$ cat src/rtl/dpwm_pkg.sv
package dpwm_pkg;
   localparam int DPWM_CMP_W = 10;

   typedef struct packed {
      logic [DPWM_CMP_W-1:0] hi;
      logic [DPWM_CMP_W-1:0] lo;
   } dpwm_pair_t;
endpackage

$ cat src/rtl/dpwm_timebase.sv
module dpwm_timebase #(
   parameter int PERIOD = 544,
   parameter int REPEAT = 2,
   localparam int CNT_W = $clog2(PERIOD)
) (
   input  logic             clk,
   input  logic             rst_n,
   output logic [CNT_W-1:0] cnt,
   output logic             wrap,
   output logic             pair_end,
   output logic             first_period
);
   assign wrap = (cnt == CNT_W'(PERIOD - 1));

   always_ff @(posedge clk or negedge rst_n) begin
      if (!rst_n) cnt <= '0;
      else        cnt <= wrap ? '0 : cnt + 1'b1;
   end

   generate
      if (REPEAT > 1) begin : g_multi
         localparam int RW = $clog2(REPEAT);
         logic [RW-1:0] rep;
         always_ff @(posedge clk or negedge rst_n) begin
            if (!rst_n)    rep <= '0;
            else if (wrap) rep <= (rep == RW'(REPEAT - 1)) ? '0 : rep + 1'b1;
         end
         assign pair_end     = wrap && (rep == RW'(REPEAT - 1));
         assign first_period = (rep == '0);
      end else begin : g_single
         assign pair_end     = wrap;
         assign first_period = 1'b1;
      end
   endgenerate

   AST_CNT_WRAP: assert property (@(posedge clk) disable iff (!rst_n)
      wrap |=> (cnt == '0));
endmodule

$ cat src/rtl/dpwm_encoder.sv
module dpwm_encoder
   import dpwm_pkg::*;
#(
   parameter int SAMPLE_W  = 16,
   parameter int HALF_W    = 8,
   parameter int HI_OFFSET = 120
) (
   input  logic [SAMPLE_W-1:0] sample,
   output dpwm_pair_t          pair
);
   logic [SAMPLE_W-1:0] ofs;

   assign ofs     = sample ^ {1'b1, {(SAMPLE_W-1){1'b0}}};
   assign pair.hi = DPWM_CMP_W'(ofs[SAMPLE_W-1 -: HALF_W]) + DPWM_CMP_W'(HI_OFFSET);
   assign pair.lo = DPWM_CMP_W'(ofs[HALF_W-1:0]);
endmodule

$ cat src/rtl/dpwm_slot.sv
module dpwm_slot
   import dpwm_pkg::*;
#(
   parameter int HALF_W    = 8,
   parameter int HI_OFFSET = 120,
   parameter int SIL_HI    = 248,
   parameter int SIL_LO    = 0
) (
   input  logic       clk,
   input  logic       rst_n,
   input  dpwm_pair_t in_pair,
   input  logic       in_valid,
   input  logic       pair_end,
   output logic       in_ready,
   output dpwm_pair_t act
);
   localparam dpwm_pair_t SILENCE = '{hi: DPWM_CMP_W'(SIL_HI), lo: DPWM_CMP_W'(SIL_LO)};

   dpwm_pair_t pend;
   logic       pend_v;
   logic       accept;

   assign in_ready = !pend_v || pair_end;
   assign accept   = in_valid && in_ready;

   always_ff @(posedge clk or negedge rst_n) begin
      if (!rst_n) begin
         act    <= SILENCE;
         pend   <= SILENCE;
         pend_v <= 1'b0;
      end else begin
         if (pair_end) begin
            act    <= pend_v ? pend : SILENCE;
            pend_v <= accept;
         end else if (accept) begin
            pend_v <= 1'b1;
         end
         if (accept) pend <= in_pair;
      end
   end

   AST_PAIR_HELD: assert property (@(posedge clk) disable iff (!rst_n)
      !pair_end |=> $stable(act));
   AST_HI_RANGE: assert property (@(posedge clk) disable iff (!rst_n)
      (act.hi >= DPWM_CMP_W'(HI_OFFSET)) &&
      (act.hi <= DPWM_CMP_W'(HI_OFFSET + (1 << HALF_W) - 1)));
   AST_NO_LOSS: assert property (@(posedge clk) disable iff (!rst_n)
      (pend_v && !pair_end) |=> pend_v);
endmodule

$ cat src/rtl/dpwm_compare.sv
module dpwm_compare
   import dpwm_pkg::*;
#(
   parameter int N_CH = 2
) (
   input  logic [DPWM_CMP_W-1:0]           cnt,
   input  logic [N_CH-1:0][DPWM_CMP_W-1:0] cmp,
   output logic [N_CH-1:0]                 pwm
);
   generate
      for (genvar g = 0; g < N_CH; g++) begin : g_ch
         assign pwm[g] = (cnt < cmp[g]);
      end
   endgenerate
endmodule

$ cat src/rtl/dpwm_audio_dac.sv
module dpwm_audio_dac
   import dpwm_pkg::*;
#(
   parameter int PERIOD    = 544,
   parameter int REPEAT    = 2,
   parameter int SAMPLE_W  = 16,
   parameter int HALF_W    = 8,
   parameter int HI_OFFSET = 120,
   parameter int SIL_HI    = 248,
   parameter int SIL_LO    = 0
) (
   input  logic                clk,
   input  logic                rst_n,
   input  logic [SAMPLE_W-1:0] in_data,
   input  logic                in_valid,
   output logic                in_ready,
   output logic                pwm_hi,
   output logic                pwm_lo,
   output logic                sample_req
);
   localparam int CNT_W = $clog2(PERIOD);

   generate
      if (SAMPLE_W != 2 * HALF_W) begin : g_chk_split
         $error("sample width must be twice the half width");
      end
      if (HI_OFFSET < 1) begin : g_chk_ofs
         $error("coarse offset must keep the compare value above zero");
      end
      if (HI_OFFSET + (1 << HALF_W) - 1 >= PERIOD) begin : g_chk_range
         $error("coarse compare range exceeds the period");
      end
      if (CNT_W > DPWM_CMP_W) begin : g_chk_cw
         $error("period does not fit the compare width");
      end
      if (REPEAT < 1) begin : g_chk_rep
         $error("repeat count must be at least one");
      end
   endgenerate

   logic [CNT_W-1:0]      cnt;
   logic [DPWM_CMP_W-1:0] cnt_ext;
   logic                  wrap, pair_end, first_period;
   dpwm_pair_t            in_pair, act;
   logic [1:0]            pwm;

   dpwm_timebase #(.PERIOD(PERIOD), .REPEAT(REPEAT)) u_tb (
      .clk(clk), .rst_n(rst_n), .cnt(cnt), .wrap(wrap),
      .pair_end(pair_end), .first_period(first_period)
   );

   dpwm_encoder #(.SAMPLE_W(SAMPLE_W), .HALF_W(HALF_W), .HI_OFFSET(HI_OFFSET)) u_enc (
      .sample(in_data), .pair(in_pair)
   );

   dpwm_slot #(.HALF_W(HALF_W), .HI_OFFSET(HI_OFFSET), .SIL_HI(SIL_HI), .SIL_LO(SIL_LO)) u_slot (
      .clk(clk), .rst_n(rst_n), .in_pair(in_pair), .in_valid(in_valid),
      .pair_end(pair_end), .in_ready(in_ready), .act(act)
   );

   assign cnt_ext = DPWM_CMP_W'(cnt);

   dpwm_compare #(.N_CH(2)) u_cmp (
      .cnt(cnt_ext), .cmp({act.hi, act.lo}), .pwm(pwm)
   );

   assign pwm_hi     = pwm[1];
   assign pwm_lo     = pwm[0];
   assign sample_req = first_period && (cnt_ext == act.hi);

   AST_END_LOW: assert property (@(posedge clk) disable iff (!rst_n)
      wrap |-> (!pwm_hi && !pwm_lo));
   AST_REQ_PULSE: assert property (@(posedge clk) disable iff (!rst_n)
      sample_req |=> !sample_req);
endmodule

$ cat config.mk
export PLATFORM = sky130hd
export DESIGN_NAME = dpwm_audio_dac
export DESIGN_NICKNAME = d
export VERILOG_FILES = /design/src/rtl/dpwm_pkg.sv /design/src/rtl/dpwm_timebase.sv /design/src/rtl/dpwm_encoder.sv /design/src/rtl/dpwm_slot.sv /design/src/rtl/dpwm_compare.sv /design/src/rtl/dpwm_audio_dac.sv
export SDC_FILE = /design/constraint.sdc
export NUM_CORES = 1
export LEC_CHECK = 0
export BUFFER_PORTS_ARGS = -buffer_cell sky130_fd_sc_hd__buf_4
export CORE_AREA = 2 2 89 91
export CTS_CLUSTER_SIZE = 20
export DETAILED_ROUTE_END_ITERATION = 7
export DIE_AREA = 0 0 91 93
export GPL_ROUTABILITY_DRIVEN = 0
export PLACE_DENSITY = 0.64
export SYNTH_ARGS = -nofsm -noshare
export SYNTH_HDL_FRONTEND = slang
export SYNTH_HIERARCHICAL = 1
export SYNTH_SLANG_ARGS = --single-unit
$ cat constraint.sdc
create_clock -name clk -period 2.84 [get_ports clk]
set_input_delay 0.71 -clock clk [delete_from_list [all_inputs] [get_ports clk]]
set_output_delay 0.71 -clock clk [all_outputs]
set_load 0.05 [all_outputs]
==> impl_table.tex <==
\begin{tabular}{lr}
\hline
Metric & Value \\
\hline
\multicolumn{2}{l}{\textbf{Power}} \\
Leak pwr & 1.511 nW \\
Power density relative to cell area & 390.7 mW/mm\^{}2 \\
Peak supply drop & 0.0003062 V \\
\multicolumn{2}{l}{\textbf{Final layout}} \\
Post-layout instance count excluding filler cells & 395 \\
Footprint of the multi-input gates & 0.001344 mm\^{}2 \\
Number of nets in the layout & 331 \\
Layout fillers & 760 \\
Share of layout cells above drive strength 1 & 25.60\% \\
Antenna Cells & 0 \\
Most common library cell in the layout ignoring fill and taps & sky130\_fd\_sc\_hd\_\_inv\_1 \\
Commonest non-fill, non-tap cells in the layout & sky130\_fd\_sc\_hd\_\_inv\_1, sky130\_fd\_sc\_hd\_\_dfrtp\_1, sky130\_fd\_sc\_hd\_\_buf\_4 \\
Relative area change from synthesis to final layout & 10.53\% \\
Register area & approximately 0.0013 mm\^{}2 \\
\multicolumn{2}{l}{\textbf{Clock network}} \\
Clock edge transition at the registers on the reported setup and hold paths & approximately 0.090 ns \\
Number of sinks handled by clock tree synthesis & 52 \\
Maximum root-to-sink buffer count & 2 \\
Clock tree from TritonCTS & done \\
CTS Root Buffer Type & sky130\_fd\_sc\_hd\_\_clkbuf\_8 \\
Cts bufs inserted & 5 \\
Number of levels the H-tree was split into & 2 \\
Worst-Skew Late Latency & 0.30 ns \\
\multicolumn{2}{l}{\textbf{Floorplan}} \\
FP Rows & 32 \\
Initial Utilization & about 40\% \\
Vertical die dimension & 93 um \\
Boundary Pins & 23 \\
Die area & between 0.008 and 0.009 mm\^{}2 \\
Die X & between 90 and 100 um \\
Area of the core region & around 0.0075 mm\^{}2 \\
\multicolumn{2}{l}{\textbf{Synthesis}} \\
Cell count after synthesis & 279 \\
Netlist area before placement & 0.002947 mm\^{}2 \\
Synthesized area divided by synthesized cell count & 10.56 um\^{}2 \\
Number of flops mapped to enable cells by yosys & 0 \\
Post-synth cell types & 39 \\
Synth warn & 6 \\
Post-synth ARST share & 100.0\% \\
FF+latch count, synth & 52 \\
Share of synthesized area occupied by flip-flops and latches & 44.59\% \\
Most frequently used flop master after synthesis & sky130\_fd\_sc\_hd\_\_dfrtp\_1 \\
\multicolumn{2}{l}{\textbf{Setup path}} \\
Critical path arrival & 1.99 ns \\
Category of the most critical setup path & register to output port \\
Ordered list of cells on the worst path & or4b\_4, nor4\_4, nand2b\_2, buf\_4 \\
Critical path's slowest cell & sky130\_fd\_sc\_hd\_\_or4b\_4 \\
Critical Path Sink Type & output port \\
Worst-case register-to-register setup slack & 0.60 ns \\
Worst reg2reg path depth & 6 \\
Required time reported for the critical path endpoint & approximately 2.1 ns \\
Reg2Reg Capture Point & u\_slot/pend[1] \\
Max incr delay on CP & 0.61 ns \\
Worst path buffer plus inverter count & 1 \\
Largest delay share family, worst path & simple AND/OR/NAND/NOR gates \\
FF-to-FF Start & u\_tb/cnt[6] \\
Worst setup SP type & register \\
Critical-path maximum fanout & 8 \\
\multicolumn{2}{l}{\textbf{GRT}} \\
First-pass GRT wire length & 8514 um \\
GRT Total Usage & 12.47\% \\
Pin count of the biggest net entering global routing & 53 \\
Number of antenna violations at the first check in global routing & 0 \\
Vias in the first global route & 1,861 \\
Global route total overflow & 0 \\
\multicolumn{2}{l}{\textbf{Timing}} \\
Hold slack & 0.4281 ns \\
Maximum clock skew at final layout & 0.004695 ns \\
Setup repair after global routing missed its margin & false \\
Share of the clock period used by the worst path & 95.24\% \\
Final setup TNS & 0 ns \\
Min Tclk post-route & 2.705 ns \\
Relative max-transition margin & 57.92\% \\
Max Slew Vio Count & 0 \\
Top achievable clock speed & about 0.37 GHz \\
Final-report hold violation count & 0 \\
Count of endpoints failing setup in the final report & 0 \\
Slew at the pin closest to its max-slew limit & 0.6311 ns \\
\multicolumn{2}{l}{\textbf{Drt}} \\
Post-detailed-route DRC marker count & 0 \\
Wire length reported by the detailed router & 5005 um \\
Average vias per placed instance & 4.673 \\
Final routed wire length divided by cell count & 12.67 um \\
Drt initial violations & 102 \\
Drt pass-1 iters & 4 \\
Number of nets still failing antenna checks after routing & 0 \\
Total via count in the routed design & 1,846 \\
\multicolumn{2}{l}{\textbf{Placed design}} \\
Number of placed cells counting well taps & 386 \\
Port-buffer cells & 22 \\
Half-perimeter wire length after detailed placement & 3659 um \\
\multicolumn{2}{l}{\textbf{Flow run}} \\
MaxCap Viol Count & 0 \\
\multicolumn{2}{l}{\textbf{Hold path}} \\
Class of the tightest hold or removal check & primary input to asynchronous set/reset pin \\
\multicolumn{2}{l}{\textbf{Run status}} \\
Run status & completed \\
\hline
\end{tabular}
## sequential cells by signal (all words and copies together), names as in the netlist
| signal | flops |
|---|---|
| u_slot/act | 20 |
| u_slot/pend | 20 |
| u_slot/pend_v | 1 |
| u_tb/cnt | 10 |
| u_tb/g_multi.rep | 1 |
## per-stage QoR
stage               utilization, %  total power, mW  setup WS, ns  cell area [um^2]
floorplan                        -           0.7771        0.2760              2959
global placement             41.62           0.7993        0.4573              3133
detailed placement           41.62           0.8002        0.4022              3133
CTS                          43.05            1.291       0.05215              3241
global route                 43.27            1.318       0.01454              3257
finish                       43.27            1.272        0.1352              3257
## Yosys cell counts (2+ instances only)
cell type / number / area, um^2
sky130_fd_sc_hd__inv_1: 43 / 161.4
sky130_fd_sc_hd__dfrtp_1: 42 / 1051
sky130_fd_sc_hd__nand3_1: 21 / 105.1
sky130_fd_sc_hd__ha_1: 20 / 250.2
sky130_fd_sc_hd__mux2_4: 20 / 300.3
sky130_fd_sc_hd__o21ai_0: 18 / 90.09
sky130_fd_sc_hd__buf_4: 14 / 105.1
sky130_fd_sc_hd__xnor2_1: 13 / 113.9
sky130_fd_sc_hd__a21oi_1: 10 / 50.05
sky130_fd_sc_hd__dfstp_2: 10 / 262.8
sky130_fd_sc_hd__nor2_1: 9 / 33.78
sky130_fd_sc_hd__nand2_1: 8 / 30.03
sky130_fd_sc_hd__xor2_1: 7 / 61.31
sky130_fd_sc_hd__clkbuf_1: 5 / 18.77
sky130_fd_sc_hd__nand4_1: 5 / 31.28
sky130_fd_sc_hd__a31oi_1: 4 / 25.02
sky130_fd_sc_hd__nor3_1: 3 / 15.01
sky130_fd_sc_hd__a211oi_2: 2 / 25.02
sky130_fd_sc_hd__a41oi_1: 2 / 17.52
sky130_fd_sc_hd__buf_6: 2 / 22.52
sky130_fd_sc_hd__nand2b_1: 2 / 12.51
sky130_fd_sc_hd__nor3_2: 2 / 20.02
## layout make-up
| type | count | area share, % |
|---|---|---|
| Inverter | 43 | 4.956 |
| Clock buffer | 6 | 2.228 |
| Clock inverter | 2 | 1.076 |
| Tap cell | 102 | 3.919 |
| Multi-Input combinational cell | 163 | 41.26 |
| Timing Repair Buffer | 27 | 6.224 |
| Sequential cell | 52 | 40.34 |
## worst reg2reg max path: stages (launching register included)
cell,delay (ns)
sky130_fd_sc_hd__dfrtp_1,0.48
sky130_fd_sc_hd__or4b_4,0.61
sky130_fd_sc_hd__nor4_4,0.21
sky130_fd_sc_hd__nand2b_2,0.20
sky130_fd_sc_hd__nand2_1,0.06
sky130_fd_sc_hd__buf_4,0.24
sky130_fd_sc_hd__mux2_4,0.34
## what timing repair did
item | in CTS | in global routing
resized for setup | 0 | 1
setup buffers | 0 | 1
endpoints found under the setup margin | 0 | 1
hold buffers | 0 | 0
## layer usage
metal  vias to the layer above  share of wire (%)  routed length (um)  track usage [%]
met5                         -                  0                   0                0
met2                        23                 46                2324            20.31
met4                         0                1.4                  70            4.545
met1                       875                 50                2519            17.23
met3                         6                1.8                  90            1.450
li1                        942                  -                   -                -
## worst max path at each step
stage	end	cells past startpoint	start	slack (ns)
after CTS	in_ready	5	u_tb/cnt[0]	0.05
final	in_ready	4	u_tb/cnt[6]	0.14
after global routing	pwm_lo	6	u_tb/cnt[4]	0.01
after global placement	in_ready	5	u_tb/cnt[1]	0.46
after floorplan	pwm_lo	5	u_tb/cnt[4]	0.28
after detailed placement	in_ready	5	u_tb/cnt[0]	0.40
## cells by family (layout without fill, tap and decap cells)
group	count (synthesis)	count (layout)	synth area share, %
buffers and inverters	66	78	10.74
multiplexers	20	20	10.19
adder cells (fa/ha/maj)	20	20	8.493
flip-flops	52	52	44.59
other	1	3	0.1273
XOR/XNOR	20	20	5.945
AO/OA/AOI/OAI	40	40	8.153
AND/OR/NAND/NOR	60	60	11.76
## power breakdown
part	internal [mW]	switching, mW	total, mW
combinational	0.0206	0.0234	0.0441
clock	0.262	0.226	0.488
sequential	0.740	0	0.740
total	1.02	0.250	1.27
(Power assumes the default switching activity.)
